### src/rtl/raster_pkg.sv
package raster_pkg;

   typedef enum logic {
      POL_LOW  = 1'b0,
      POL_HIGH = 1'b1
   } sync_pol_e;

   // drive the external level of a sync pulse from its internal "on" state
   function automatic logic sync_level(input logic on, input sync_pol_e pol);
      return (pol == POL_HIGH) ? on : ~on;
   endfunction

endpackage

### src/rtl/raster_shadow.sv
module raster_shadow #(
   parameter int            W       = 8,
   parameter logic [W-1:0]  RST_VAL = '0
) (
   input  logic         clk,
   input  logic         rst_n,
   input  logic         load,
   input  logic [W-1:0] d,
   output logic [W-1:0] q
);

   always_ff @(posedge clk) begin
      if (!rst_n)    q <= RST_VAL;
      else if (load) q <= d;
   end

endmodule

### src/rtl/raster_axis.sv
module raster_axis #(
   parameter  int FW = 8,            // width of each programmed field
   parameter  int SH = 3,            // log2 of the unit size (3: 8 pixels, 0: lines)
   localparam int CW = FW + SH + 1,  // counter width
   localparam int EW = FW + SH + 2   // width for sync window arithmetic
) (
   input  logic          clk,
   input  logic          rst_n,
   input  logic          step,
   input  logic [FW-1:0] act_m1,
   input  logic [FW-1:0] blk_m1,
   input  logic [FW-1:0] sdly_m1,
   input  logic [FW-1:0] swid_m1,
   output logic [CW-1:0] cnt,
   output logic          last,
   output logic          in_act,
   output logic          sync_on
);

   logic [EW-1:0] act_len, blk_len, sdly_len, swid_len;
   logic [EW-1:0] tot_len, s_beg, s_end, cnt_x;

   generate
      if (SH == 0) begin : g_unit_line
         assign act_len  = {{(EW-FW){1'b0}}, act_m1}  + EW'(1);
         assign blk_len  = {{(EW-FW){1'b0}}, blk_m1}  + EW'(1);
         assign sdly_len = {{(EW-FW){1'b0}}, sdly_m1} + EW'(1);
         assign swid_len = {{(EW-FW){1'b0}}, swid_m1} + EW'(1);
      end else begin : g_unit_char
         assign act_len  = ({{(EW-FW){1'b0}}, act_m1}  + EW'(1)) << SH;
         assign blk_len  = ({{(EW-FW){1'b0}}, blk_m1}  + EW'(1)) << SH;
         assign sdly_len = ({{(EW-FW){1'b0}}, sdly_m1} + EW'(1)) << SH;
         assign swid_len = ({{(EW-FW){1'b0}}, swid_m1} + EW'(1)) << SH;
      end
   endgenerate

   assign cnt_x   = {1'b0, cnt};
   assign tot_len = act_len + blk_len;
   assign s_beg   = act_len + sdly_len;
   assign s_end   = s_beg + swid_len;

   assign last    = (cnt_x == tot_len - EW'(1));
   assign in_act  = (cnt_x < act_len);
   assign sync_on = (cnt_x >= s_beg) && (cnt_x < s_end);

   always_ff @(posedge clk) begin
      if (!rst_n)    cnt <= '0;
      else if (step) cnt <= last ? '0 : cnt + CW'(1);
   end

endmodule

### src/rtl/raster_timing.sv
module raster_timing
   import raster_pkg::*;
#(
   parameter  int HCW        = 8,
   parameter  int VW         = 10,
   parameter  int RST_HACT   = 79,
   parameter  int RST_HBLANK = 19,
   parameter  int RST_HSDLY  = 1,
   parameter  int RST_HSWID  = 11,
   parameter  int RST_HSPOL  = 0,
   parameter  int RST_VACT   = 479,
   parameter  int RST_VBLANK = 44,
   parameter  int RST_VSDLY  = 9,
   parameter  int RST_VSWID  = 1,
   parameter  int RST_VSPOL  = 0,
   localparam int XW         = HCW + 4,
   localparam int YW         = VW + 1,
   localparam int CFGW       = 4 * HCW + 4 * VW + 3
) (
   input  logic           clk,
   input  logic           rst_n,
   input  logic [HCW-1:0] cfg_hact,
   input  logic [HCW-1:0] cfg_hblank,
   input  logic [HCW-1:0] cfg_hsdly,
   input  logic [HCW-1:0] cfg_hswid,
   input  logic           cfg_hspol,
   input  logic [VW-1:0]  cfg_vact,
   input  logic [VW-1:0]  cfg_vblank,
   input  logic [VW-1:0]  cfg_vsdly,
   input  logic [VW-1:0]  cfg_vswid,
   input  logic           cfg_vspol,
   input  logic           cfg_blank,
   output logic           hsync,
   output logic           vsync,
   output logic           de,
   output logic [XW-1:0]  x,
   output logic [YW-1:0]  y,
   output logic           vretrace
);

   // elaboration-time parameter checks
   if (HCW < 1 || VW < 1) begin : g_bad_width
      $error("raster_timing: field widths must be at least 1");
   end
   if (RST_HACT >= (1 << HCW) || RST_HBLANK >= (1 << HCW) ||
       RST_HSDLY >= (1 << HCW) || RST_HSWID >= (1 << HCW)) begin : g_bad_hrst
      $error("raster_timing: horizontal reset value does not fit HCW");
   end
   if (RST_VACT >= (1 << VW) || RST_VBLANK >= (1 << VW) ||
       RST_VSDLY >= (1 << VW) || RST_VSWID >= (1 << VW)) begin : g_bad_vrst
      $error("raster_timing: vertical reset value does not fit VW");
   end
   if (RST_HSPOL > 1 || RST_VSPOL > 1) begin : g_bad_pol
      $error("raster_timing: polarity reset value must be 0 or 1");
   end

   localparam logic [CFGW-1:0] RST_CFG = {
      1'b0, 1'(RST_VSPOL), 1'(RST_HSPOL),
      VW'(RST_VSWID), VW'(RST_VSDLY), VW'(RST_VBLANK), VW'(RST_VACT),
      HCW'(RST_HSWID), HCW'(RST_HSDLY), HCW'(RST_HBLANK), HCW'(RST_HACT)
   };

   logic [CFGW-1:0] cfg_in, sh_cfg;
   logic [HCW-1:0]  sh_hact, sh_hblank, sh_hsdly, sh_hswid;
   logic [VW-1:0]   sh_vact, sh_vblank, sh_vsdly, sh_vswid;
   logic            sh_hspol, sh_vspol, sh_blank;
   logic            h_last, h_in_act, h_sync_on;
   logic            v_last, v_in_act, v_sync_on;
   logic            frame_end;

   assign cfg_in = {cfg_blank, cfg_vspol, cfg_hspol,
                    cfg_vswid, cfg_vsdly, cfg_vblank, cfg_vact,
                    cfg_hswid, cfg_hsdly, cfg_hblank, cfg_hact};

   assign frame_end = h_last & v_last;

   raster_shadow #(.W(CFGW), .RST_VAL(RST_CFG)) u_shadow (
      .clk   (clk),
      .rst_n (rst_n),
      .load  (frame_end),
      .d     (cfg_in),
      .q     (sh_cfg)
   );

   assign {sh_blank, sh_vspol, sh_hspol,
           sh_vswid, sh_vsdly, sh_vblank, sh_vact,
           sh_hswid, sh_hsdly, sh_hblank, sh_hact} = sh_cfg;

   raster_axis #(.FW(HCW), .SH(3)) u_haxis (
      .clk     (clk),
      .rst_n   (rst_n),
      .step    (1'b1),
      .act_m1  (sh_hact),
      .blk_m1  (sh_hblank),
      .sdly_m1 (sh_hsdly),
      .swid_m1 (sh_hswid),
      .cnt     (x),
      .last    (h_last),
      .in_act  (h_in_act),
      .sync_on (h_sync_on)
   );

   raster_axis #(.FW(VW), .SH(0)) u_vaxis (
      .clk     (clk),
      .rst_n   (rst_n),
      .step    (h_last),
      .act_m1  (sh_vact),
      .blk_m1  (sh_vblank),
      .sdly_m1 (sh_vsdly),
      .swid_m1 (sh_vswid),
      .cnt     (y),
      .last    (v_last),
      .in_act  (v_in_act),
      .sync_on (v_sync_on)
   );

   assign hsync    = sync_level(h_sync_on, sync_pol_e'(sh_hspol));
   assign vsync    = sync_level(v_sync_on, sync_pol_e'(sh_vspol));
   assign de       = h_in_act & v_in_act & ~sh_blank;
   assign vretrace = ~v_in_act;

endmodule

### config.mk
export PLATFORM = sky130hd
export DESIGN_NAME = raster_timing
export DESIGN_NICKNAME = d
export VERILOG_FILES = /design/src/rtl/raster_pkg.sv /design/src/rtl/raster_shadow.sv /design/src/rtl/raster_axis.sv /design/src/rtl/raster_timing.sv
export SDC_FILE = /design/constraint.sdc
export NUM_CORES = 1
export LEC_CHECK = 0
export BUFFER_PORTS_ARGS = -buffer_cell sky130_fd_sc_hd__buf_2
export CAP_MARGIN = 20
export CORE_MARGIN = 10
export CORE_UTILIZATION = 60
export DETAILED_ROUTE_END_ITERATION = 10
export PLACE_DENSITY = 0.81
export SYNTH_ARGS = -nofsm -noshare
export SYNTH_HDL_FRONTEND = slang
export SYNTH_SLANG_ARGS = --single-unit
### constraint.sdc
create_clock -name clk -period 11.7 [get_ports clk]
set_clock_uncertainty 0.05 [all_clocks]
set_input_delay 2.34 -clock clk [delete_from_list [all_inputs] [get_ports clk]]
set_output_delay 2.34 -clock clk [all_outputs]
set_load 0.02 [all_outputs]
==> results of run 1 <==
==> power groups by stage <==
stage | Clock, W | Combinational [W] | Sequential, W
6_report | 0.000310 | 0.0000238 | 0.000335
5_1_grt | 0.000323 | 0.0000260 | 0.000335
4_1_cts | 0.000311 | 0.0000236 | 0.000336
3_5_place_dp | 0 | 0.0000233 | 0.000343
3_3_place_gp | 0 | 0.0000232 | 0.000343
2_1_floorplan | 0 | 0.00000692 | 0.000344
==> Yosys cell counts (4+ instances only) <==
master / instances / area [µm²]
sky130_fd_sc_hd__nand4_1: 10 / 62.6
sky130_fd_sc_hd__and3_1: 19 / 119
sky130_fd_sc_hd__dfxtp_1: 98 / 1960
sky130_fd_sc_hd__nor4_1: 5 / 31.3
sky130_fd_sc_hd__o21a_1: 13 / 97.6
sky130_fd_sc_hd__o31ai_1: 5 / 37.5
sky130_fd_sc_hd__buf_1: 5 / 18.8
sky130_fd_sc_hd__or2_2: 4 / 25.0
sky130_fd_sc_hd__nor2_1: 40 / 150
sky130_fd_sc_hd__buf_2: 6 / 30.0
sky130_fd_sc_hd__ha_1: 129 / 1610
sky130_fd_sc_hd__o21bai_1: 15 / 113
sky130_fd_sc_hd__xor2_1: 64 / 561
sky130_fd_sc_hd__a21o_1: 30 / 225
sky130_fd_sc_hd__nand2b_1: 7 / 43.8
sky130_fd_sc_hd__clkbuf_1: 38 / 143
sky130_fd_sc_hd__fa_1: 6 / 120
sky130_fd_sc_hd__o21ai_0: 95 / 475
sky130_fd_sc_hd__xnor2_1: 83 / 727
sky130_fd_sc_hd__nor2b_1: 6 / 37.5
sky130_fd_sc_hd__or3_1: 6 / 37.5
sky130_fd_sc_hd__a21oi_1: 107 / 536
sky130_fd_sc_hd__nand3_1: 148 / 741
sky130_fd_sc_hd__inv_1: 96 / 360
sky130_fd_sc_hd__nand2_1: 40 / 150
==> per-layer routing <==
layer	part of all wire	vias to the layer above	GRT usage
met5	0	-	0
met4	0.012	0	0.0575
met3	0.075	26	0.0438
met2	0.43	278	0.352
met1	0.48	3894	0.339
li1	-	4165	-
==> path summary, 6_finish.rpt <==
kind | to | slack [ns] | cells after the start
max reg2reg | u_vaxis.cnt[4] | 6.52 | 16
min reg2reg | u_haxis.cnt[0] | 0.43 | 1
max | vsync | 4.39 | 20
min | u_haxis.cnt[0] | 0.43 | 1
==> kinds of logic (layout without fill, tap and decap cells) <==
group | after synthesis | count (layout) | synth area share
AOI/OAI and AO/OA | 300 | 300 | 0.198
xor gates and xnor gates | 152 | 152 | 0.154
adders and majority gates | 137 | 137 | 0.194
buffers and inverters | 147 | 223 | 0.0627
DFF | 98 | 98 | 0.217
muxes | 3 | 3 | 0.00346
and+or+nand+nor | 303 | 303 | 0.171
==> registers in the layout, summed over array words and instances, names as in the netlist <==
signal	flops
u_shadow.q	75
u_haxis.cnt	12
u_vaxis.cnt	11
==> cell type report <==
type	instances	area, µm²	share of cell area
Inverter	97	364	0.0366
Sequential cell	98	1960	0.197
Clock inverter	5	62.6	0.00628
Tap cell	184	230	0.0231
Multi-Input combinational cell	895	6520	0.655
Timing Repair Buffer	110	572	0.0574
Clock buffer	11	243	0.0244
==> per-stage QoR <==
step	worst slack [ns]	util	total power, W	instances
after floorplan	5.14	-	0.000351	1140
after global placement	4.92	0.658	0.000366	1383
after detailed placement	4.82	0.658	0.000367	1383
after CTS	4.38	0.679	0.000670	1399
after global routing	3.93	0.680	0.000684	1400
final	4.39	0.680	0.000669	1400
==> flow_summary.toml, run 1 <==
[outcome]
status = "complete, no violations"

[synth]
number_of_synthesized_flops_with_an_enable_pin = 0
netlist_instances = 1140
synth-warning-count = 0
netlist-cell-type-count = 63
synthFlopType = "sky130_fd_sc_hd__dfxtp_1"
synth_sequential_area_ratio = 0.217
ys_seq_elements = 98
synthesis.area_um2 = 9040
mappedNetlistNets = 1352
syn_area_per_cell_um2 = 7.93
ys_async_sr_fraction = 0

[worst_hold_path]
min_from = "u_haxis.cnt[0]"
timing.hold.worst.class = "reg2reg"

[clock_tree]
clk_pin_slew_ns = 0.07
cts_max_path_buffers = 2
cts-htree-levels = 3
tritoncts_clock_tree = "built"
clock_latency_at_the_later_pin_of_the_worst_skew_pair_ns = 0.36
cts_made_buffers = 9
hold_buffers = 0
cts.repair_timing.setup_buffer_count = 0
clock_sinks = 98
ctsRootBufferMaster = "sky130_fd_sc_hd__clkbuf_16"
cts_repair_resize_count = 0

[die]
start_util = 0.617
floorplan.die.width_um = 143
coreArea_um2 = 14600
floorplan.die.height_um = 143
die-area_um2 = 20400
floorplan.rows = 44
io-pin-count = 104

[timing]
period_share = 0.625
worst_slew_pin_slew_ns = 0.718
timing.final.setup_violations = 0
fmaxAchievable_mhz = 137
finalSetupTns_ns = 0
final_max_tran_viols = 0
worst_slew_margin_rel = 0.521
final_period_minus_worst_setup_slack_ns = 7.31
grt_setup_unrepaired = "false"
hold-worst-slack_ns = 0.434
finalHoldViolations = 0

[worst_setup_path]
critPathTopFamily = "adder cells"
cp-end-kind = "primary output"
worst_path_fanout_max = 8
worst_path_most_repeated_cell = "sky130_fd_sc_hd__ha_1"
crit_chain = "ha_1, nand4_1, xor2_1, inv_1, ha_1, a21oi_1, nand2_1, a21oi_1, nor2_1, xor2_1, ha_1, a21oi_1, o21ai_0, xnor2_1, ha_1, a21o_1, a31oi_1, o311ai_2, xor2_1, buf_2"
setup.worst_path.start = "u_shadow.q[32]"
worstSetupPathType = "reg2out"
stage_delay_of_the_slowest_cell_on_the_critical_path_ns = 0.47
worst-endpoint-required_ns = 9.31
crit_buf_inv = 2
timing.rr.start = "u_shadow.q[0]"
start_kind = "flop"
critPathSlowestCell = "sky130_fd_sc_hd__dfxtp_1"
cp_data_arrival_time_ns = 4.92

[global_routing]
grt_usage = 0.235
grt_remaining_overflow = 0
initial_antenna_violation_count = 0
via_count_of_the_first_global_routing_pass = 7768
grt_first_pass_wirelength_um = 39400
grt_start_max_net_pins = 69

[pwr]
p_leak_nw = 4.50
power_frac_clock = 0.463
seq_power_share = 0.501
power.combinational.fraction = 0.036
intPower_w = 0.000518
vdd_ir_drop_max_v = 0.0000665
switching_share = 0.225
switching_power_w = 0.000151
power-per-cell-area_nw_per_um2 = 67.2

[layout]
final.fill_count = 1255
antennaDiodeCount = 0
drive_gt1_frac = 0.123
mostFrequentLayoutCells = "sky130_fd_sc_hd__nand3_1 (148), sky130_fd_sc_hd__ha_1 (129), sky130_fd_sc_hd__a21oi_1 (107), sky130_fd_sc_hd__buf_2 (103), sky130_fd_sc_hd__dfxtp_1 (98)"
design_area_um2 = 9950
finalNetCount = 1423
layout.cells.most_common = "sky130_fd_sc_hd__nand3_1"
syn2layout_area_growth_pct = 10.1

[route]
routed_via_density = 5.97
post_drt_wl_per_cell_um = 17.1
first_iteration_detailed_routing_drc_count = 602
residual_antenna_violating_net_count_after_detailed_routing = 0
postRouteWirelength_um = 23900
detail_route.drc_violations = 0
drt_pre_antenna_iters = 5
dr_total_vias = 8363

[placed_design]
detailed_place_hpwl_um = 18200
count_of_port_buffers_added_during_placement = 103
routability_driven_placement_congestion_ratio = 0.926
placedInstanceArea_um2 = 9640

[flow_run]
cap_violations = 0
Power figures use the tool's default switching activity.
==> run 2, diff against run 1 <==
--- a/config.mk
+++ b/config.mk
@@ -5,12 +5,13 @@
 export SDC_FILE = /design/constraint.sdc
 export NUM_CORES = 1
 export LEC_CHECK = 0
+export ABC_AREA = 1
 export BUFFER_PORTS_ARGS = -buffer_cell sky130_fd_sc_hd__buf_2
 export CAP_MARGIN = 20
 export CORE_MARGIN = 10
-export CORE_UTILIZATION = 60
+export CORE_UTILIZATION = 55
 export DETAILED_ROUTE_END_ITERATION = 10
-export PLACE_DENSITY = 0.81
+export PLACE_DENSITY = 0.77
 export SYNTH_ARGS = -nofsm -noshare
 export SYNTH_HDL_FRONTEND = slang
 export SYNTH_SLANG_ARGS = --single-unit
==> constraint.sdc (replaced) <==
create_clock -name clk -period 6.4 [get_ports clk]
set_clock_uncertainty 0.05 [all_clocks]
set_input_delay 1.28 -clock clk [delete_from_list [all_inputs] [get_ports clk]]
set_output_delay 1.28 -clock clk [all_outputs]
set_load 0.02 [all_outputs]
==> run 2 against run 1 <==
Net effect: critical path depth rose by 8; synthesized area rose by 5.2%; setup slack got worse by 3.9 ns; critical path type unchanged; critical endpoint unchanged; largest power group unchanged.
==> flow_summary.toml, run 2 <==
[outcome]
status = "complete, no violations"

[worst_setup_path]
critical_path.endpoint = "vsync"
worst_path_most_repeated_cell = "sky130_fd_sc_hd__nand2_1"
critPathTopFamily = "adder cells"
timing.critical_path.depth = 28
ff2ff_path_depth = 21
crit_buf_inv = 3
worstSetupPathType = "reg2out"
crit-reg2reg-capture = "u_shadow.q[12]"
setup.worst_path.start = "u_shadow.q[33]"
start_kind = "flop"
r2r_setup_slk_ns = 1.65
stage_delay_of_the_slowest_cell_on_the_critical_path_ns = 0.38
critPathSlowestCell = "sky130_fd_sc_hd__dfxtp_1"
timing.rr.start = "u_shadow.q[42]"
worst_path_fanout_max = 4
cp_data_arrival_time_ns = 4.63
cp-end-kind = "primary output"
worst-endpoint-required_ns = 5.07

[placed_design]
routability_driven_placement_congestion_ratio = 0.926
place_ws_ns = 0.740
detailed_place_hpwl_um = 20100
count_of_port_buffers_added_during_placement = 103
dpl.cell_count = 1710

[pwr]
intPower_w = 0.000947
switching_power_w = 0.000270
vdd_ir_drop_max_v = 0.000119
power.combinational.fraction = 0.036
switching_share = 0.222
power_frac_clock = 0.460
total_power_w = 0.00122
power-per-cell-area_nw_per_um2 = 116
p_leak_nw = 5.39
seq_power_share = 0.504

[clock_tree]
tritoncts_clock_tree = "built"
cts_max_path_buffers = 2
cts.repair_timing.setup_buffer_count = 0
clk_pin_slew_ns = 0.06
clock_latency_at_the_later_pin_of_the_worst_skew_pair_ns = 0.36
cts-htree-levels = 3
cts_made_buffers = 9
clock_sinks = 98
ctsRootBufferMaster = "sky130_fd_sc_hd__clkbuf_16"

[timing]
finalSetupTns_ns = 0
postLayoutSetupSlackWorst_ns = 0.444
final_max_tran_viols = 0
finalHoldViolations = 0
grt_setup_unrepaired = "false"
final_period_minus_worst_setup_slack_ns = 5.96
hold-worst-slack_ns = 0.415
worst_slew_pin_slew_ns = 0.874
timing.final.setup_violations = 0
period_share = 0.931
fmaxAchievable_mhz = 168
worst_slew_margin_rel = 0.415

[global_routing]
grt_first_pass_wirelength_um = 42300
grt_usage = 0.226
grt_start_max_net_pins = 61
initial_antenna_violation_count = 0
grt_remaining_overflow = 0
via_count_of_the_first_global_routing_pass = 8829

[layout]
mostFrequentLayoutCells = "sky130_fd_sc_hd__nand2_1 (356), sky130_fd_sc_hd__inv_1 (195), sky130_fd_sc_hd__nand3_1 (158), sky130_fd_sc_hd__ha_1 (129), sky130_fd_sc_hd__a21oi_1 (118)"
registers.top_by_ff_count = "u_shadow.q"
syn2layout_area_growth_pct = 9.94
antennaDiodeCount = 0
layout.cells.most_common = "sky130_fd_sc_hd__nand2_1"
largestRegisters = "u_shadow.q (75), u_haxis.cnt (12), u_vaxis.cnt (11)"
drive_gt1_frac = 0.0973
largest_reg_flops = 75
finalNetCount = 1709
final-instance-count-excl-fill = 1726

[route]
detail_route.drc_violations = 0
dr_total_vias = 9290
postRouteWirelength_um = 25700
drt_pre_antenna_iters = 5
first_iteration_detailed_routing_drc_count = 661
routed_via_density = 5.38
residual_antenna_violating_net_count_after_detailed_routing = 0
post_drt_wl_per_cell_um = 14.9

[synth]
yosys.area.top_type_share = 0.206
largest_family_of_logic_cells_by_synthesized_area = "simple AND/OR/NAND/NOR gates"
synthFlopType = "sky130_fd_sc_hd__dfxtp_1"
synth-warning-count = 0
synthesis.area_um2 = 9510
netlist_instances = 1416
mappedNetlistNets = 1628
ys_async_sr_fraction = 0
synth_simple_gate_area_frac = 0.304
yosysMostFrequentCell = "sky130_fd_sc_hd__nand2_1"
top_cells_by_instance_count_after_synthesis = "sky130_fd_sc_hd__nand2_1 (356), sky130_fd_sc_hd__inv_1 (195), sky130_fd_sc_hd__nand3_1 (158)"
number_of_synthesized_flops_with_an_enable_pin = 0
syn_area_per_cell_um2 = 6.72
synth_sequential_area_ratio = 0.206
synth_fa_ha_area_frac = 0.182
ys_seq_elements = 98
netlist-cell-type-count = 46
muxShareOfSynthArea = 0
synth_xor_xnor_area_share = 0.109
synth_compound_area_frac = 0.0972
synth_area_leaders = "sky130_fd_sc_hd__dfxtp_1 (21%), sky130_fd_sc_hd__ha_1 (17%), sky130_fd_sc_hd__nand2_1 (14%)"
synth_top_cell_by_area = "sky130_fd_sc_hd__dfxtp_1"

[worst_hold_path]
timing.hold.worst.class = "reg2reg"

[die]
floorplan.rows = 48
floorplan.die.width_um = 152
floorplan.die.height_um = 152
coreArea_um2 = 17100
die-area_um2 = 23000
io-pin-count = 104
start_util = 0.556

[flow_run]
cap_violations = 0
-- run 2: changes by cell type after synthesis, moves of 18 or more --
cell / delta
sky130_fd_sc_hd__xor2_1: +24
sky130_fd_sc_hd__a21o_1: -26
sky130_fd_sc_hd__o21ai_0: -82
sky130_fd_sc_hd__clkbuf_1: -23
sky130_fd_sc_hd__nor2_1: +39
sky130_fd_sc_hd__xnor2_1: -54
sky130_fd_sc_hd__and3_1: -18
sky130_fd_sc_hd__nand2_1: +316
sky130_fd_sc_hd__inv_1: +99
-- run 2: logic make-up after synthesis --
family | Yosys count
AO/OA/AOI/OAI | 165
AND/OR/NAND/NOR | 664
XOR/XNOR | 118
flip-flops | 98
buffers and inverters | 236
adder cells (fa/ha/maj) | 135
-- run 2: what timing repair did --
| item | CTS | global route |
|---|---|---|
| setup endpoints to repair | 0 | 2 |
| resized for setup | 0 | 6 |
| hold buffers | 0 | 0 |
-- run 2: metrics by stage --
step	util	instance area (µm²)
after global placement	0.592	10100
after floorplan	-	9510
final	0.611	10500
after global routing	0.611	10500
after CTS	0.609	10400
after detailed placement	0.592	10100
-- run 2: final cells by class --
type                    instances  area [µm²]
well taps                     225         282
fillers                      1632        6660
repair buffers                107         558
flip-flops and latches         98        1960
clock buffers                  12         246
inverters                     199         747
multi-input cells            1082        6610
clock inverters                 3        47.5
-- run 2: power groups by stage --
stage,clock network [W],logic [W],registers [W]
floorplan,0,0.0000119,0.000628
global placement,0,0.0000413,0.000627
detailed placement,0,0.0000418,0.000627
CTS,0.000564,0.0000422,0.000613
global route,0.000589,0.0000480,0.000613
finish,0.000560,0.0000441,0.000613
-- run 2: per-layer routing --
| metal | up-vias | global-route usage | share of wire |
|---|---|---|---|
| met5 | - | 0 | 0 |
| met4 | 0 | 0.0839 | 0.029 |
| met3 | 45 | 0.0359 | 0.072 |
| met1 | 4205 | 0.306 | 0.47 |
| li1 | 4765 | - | - |
| met2 | 275 | 0.355 | 0.43 |
-- run 2: worst min path at each step --
| stage | startpoint | to | cells after the start |
|---|---|---|---|
| 6_report | u_shadow.q[48] | u_shadow.q[48] | 2 |
| 5_1_grt | u_shadow.q[48] | u_shadow.q[48] | 2 |
| 4_1_cts | u_shadow.q[48] | u_shadow.q[48] | 2 |
| 3_5_place_dp | u_haxis.cnt[0] | u_haxis.cnt[0] | 1 |
| 3_3_place_gp | u_haxis.cnt[0] | u_haxis.cnt[0] | 1 |
| 2_1_floorplan | u_shadow.q[71] | u_shadow.q[71] | 2 |
-- run 2: worst register-to-register path, delay by kind of cell, from the launching register on --
kind / cells / cell delay, ns
xor gates and xnor gates: 2 / 0.29
and+or+nand+nor: 14 / 2.61
AOI/OAI and AO/OA: 3 / 0.41
DFF: 1 / 0.41
adders and majority gates: 1 / 0.28
buffers and inverters: 1 / 0.65
==> run 3, diff against run 2 <==
--- a/config.mk
+++ b/config.mk
@@ -8,8 +8,11 @@
 export ABC_AREA = 1
 export BUFFER_PORTS_ARGS = -buffer_cell sky130_fd_sc_hd__buf_2
 export CAP_MARGIN = 20
+export CELL_PAD_IN_SITES_DETAIL_PLACEMENT = 0
+export CELL_PAD_IN_SITES_GLOBAL_PLACEMENT = 1
 export CORE_MARGIN = 10
-export CORE_UTILIZATION = 55
+export CORE_UTILIZATION = 39
+export CTS_BUF_LIST = sky130_fd_sc_hd__clkbuf_16
 export DETAILED_ROUTE_END_ITERATION = 10
 export PLACE_DENSITY = 0.77
 export SYNTH_ARGS = -nofsm -noshare
==> run 3 against run 2 <==
Net effect: register-to-register slack better by 0.25 ns; sequential cell count unchanged; utilization shrank 17 points; setup slack lost 0.070 ns; global-route usage decreased by 5.0 points; hold slack worse by 0.0019 ns; sequential power is essentially flat; cell count rose by 5.8%; total power shrank 3.6%; first-iteration DRC count down 12%; fmax shrank 1.2%; clock-buffer cell count fell by 3; critical endpoint unchanged; highest routed layer unchanged.
==> flow_summary.toml, run 3 (synthesized netlist as in run 2, its figures left out) <==
[outcome]
status = "complete, no violations"

[timing]
final_max_tran_viols = 0
timing.final.setup_violations = 0
period_share = 0.942
postLayoutSetupSlackWorst_ns = 0.374
final_period_minus_worst_setup_slack_ns = 6.03
finalHoldViolations = 0
worst_slew_margin_rel = 0.506
worst_slew_pin_slew_ns = 0.738
fmaxAchievable_mhz = 166

[worst_setup_path]
stage_delay_of_the_slowest_cell_on_the_critical_path_ns = 0.40
cp_data_arrival_time_ns = 4.70
critPathSlowestCell = "sky130_fd_sc_hd__ha_1"
start_kind = "flop"
critPathTopFamily = "simple AND/OR/NAND/NOR gates"
worst_path_most_repeated_cell = "sky130_fd_sc_hd__nand2_1"
worst_path_fanout_max = 7
worstSetupPathType = "reg2out"
worst-endpoint-required_ns = 5.07
cp-end-kind = "primary output"
crit_buf_inv = 3

[global_routing]
via_count_of_the_first_global_routing_pass = 8623
grt_remaining_overflow = 0
grt_start_max_net_pins = 61
grt_usage = 0.176
initial_antenna_violation_count = 1
grt_first_pass_wirelength_um = 44800

[clock_tree]
cts-htree-levels = 3
ctsRootBufferMaster = "sky130_fd_sc_hd__clkbuf_16"
cts_max_path_buffers = 2
clock_latency_at_the_later_pin_of_the_worst_skew_pair_ns = 0.36
hold_buffers = 0
tritoncts_clock_tree = "built"
clk_pin_slew_ns = 0.08
clock_sinks = 98
cts_made_buffers = 9

[layout]
mostFrequentLayoutCells = "sky130_fd_sc_hd__nand2_1 (356), sky130_fd_sc_hd__inv_1 (197), sky130_fd_sc_hd__nand3_1 (158), sky130_fd_sc_hd__ha_1 (127), sky130_fd_sc_hd__a21oi_1 (118)"
registers.top_by_ff_count = "u_shadow.q"
layout.cells.most_common = "sky130_fd_sc_hd__nand2_1"
finalNetCount = 1709
final.fill_count = 2594
drive_gt1_frac = 0.102
syn2layout_area_growth_pct = 11.3
largest_reg_flops = 75
multiInputGateArea_um2 = 6650
final_core_utilization = 0.438
largestRegisters = "u_shadow.q (75), u_haxis.cnt (12), u_vaxis.cnt (11)"
area.sequential_um2 = 1970

[pwr]
vdd_ir_drop_max_v = 0.000142
power-per-cell-area_nw_per_um2 = 111
p_leak_nw = 5.39

[die]
coreArea_um2 = 24200
start_util = 0.393
io-pin-count = 104
floorplan.die.height_um = 176
die-area_um2 = 31000
floorplan.die.width_um = 176
floorplan.rows = 57

[route]
drt_pre_antenna_iters = 6
postRouteWirelength_um = 27500
detail_route.drc_violations = 0
routed_via_density = 4.93
dr_total_vias = 8998
first_iteration_detailed_routing_drc_count = 584
residual_antenna_violating_net_count_after_detailed_routing = 0
post_drt_wl_per_cell_um = 15.0

[placed_design]
count_of_port_buffers_added_during_placement = 103
place_ws_ns = 0.637
detailed_place_hpwl_um = 21700
routability_driven_placement_congestion_ratio = 0.884

[flow_run]
cap_violations = 0

[worst_hold_path]
timing.hold.worst.class = "reg2reg"
-- run 3: cell count changes in the layout (fill, tap and decap cells not counted), sizes merged --
cell      delta
bufinv       -1
clkinvlp     +1
clkbuf       -3
clkinv       +2
inv          +1
diode        +1
-- run 3: report_power, final --
part | total, W | internal [W] | switching (W)
clock network | 0.000516 | 0.000260 | 0.000256
registers | 0.000612 | 0.000610 | 0.00000155
logic | 0.0000447 | 0.0000205 | 0.0000242
-- run 3: metal layers --
| layer | GRT usage | part of all wire |
|---|---|---|
| met1 | 0.256 | 0.53 |
| met3 | 0.0288 | 0.046 |
| met5 | 0 | 0 |
| met4 | 0.0456 | 0.016 |
| met2 | 0.263 | 0.41 |
-- run 3: area by class of cell --
class	count	share of cell area
Clock buffer	9	0.0213
Multi-Input combinational cell	1082	0.628
Clock inverter	6	0.00343
Timing Repair Buffer	107	0.0527
Sequential cell	98	0.186
Antenna cell	1	0.000236
Tap cell	324	0.0383
Inverter	199	0.0705
-- run 3: worst register-to-register path, delay by kind of cell, from the launching register on --
family,cells,cell delay (ns)
AND/OR/NAND/NOR,14,2.40
buffers and inverters,1,0.59
XOR/XNOR,2,0.29
adder cells (fa/ha/maj),1,0.28
flip-flops,1,0.41
AO/OA/AOI/OAI,3,0.41
-- run 3: metrics by stage --
step	cell area [µm²]	instances	TNS [ns]	hold slack, ns	total power [W]
after floorplan	9510	1416	0	0.389	0.000640
after global placement	10300	1809	0	0.389	0.000670
after detailed placement	10300	1809	0	0.401	0.000671
after CTS	10500	1824	0	0.413	0.00119
after global routing	10600	1825	-0.00179	0.434	0.00121
final	10600	1826	0	0.413	0.00117
-- run 3: what timing repair did --
action | in CTS | in global routing
endpoints found under the setup margin | 0 | 2
buffers inserted | 0 | 0
gates resized for setup | 0 | 18
-- run 3: worst paths after layout --
kind                   from              to  slack, ns  depth (start not counted)
max          u_shadow.q[32]           vsync       0.37                         26
min          u_shadow.q[23]  u_shadow.q[23]       0.41                          2
max reg2reg  u_shadow.q[42]  u_shadow.q[34]       1.90                         21
min reg2reg  u_shadow.q[23]  u_shadow.q[23]       0.41                          2
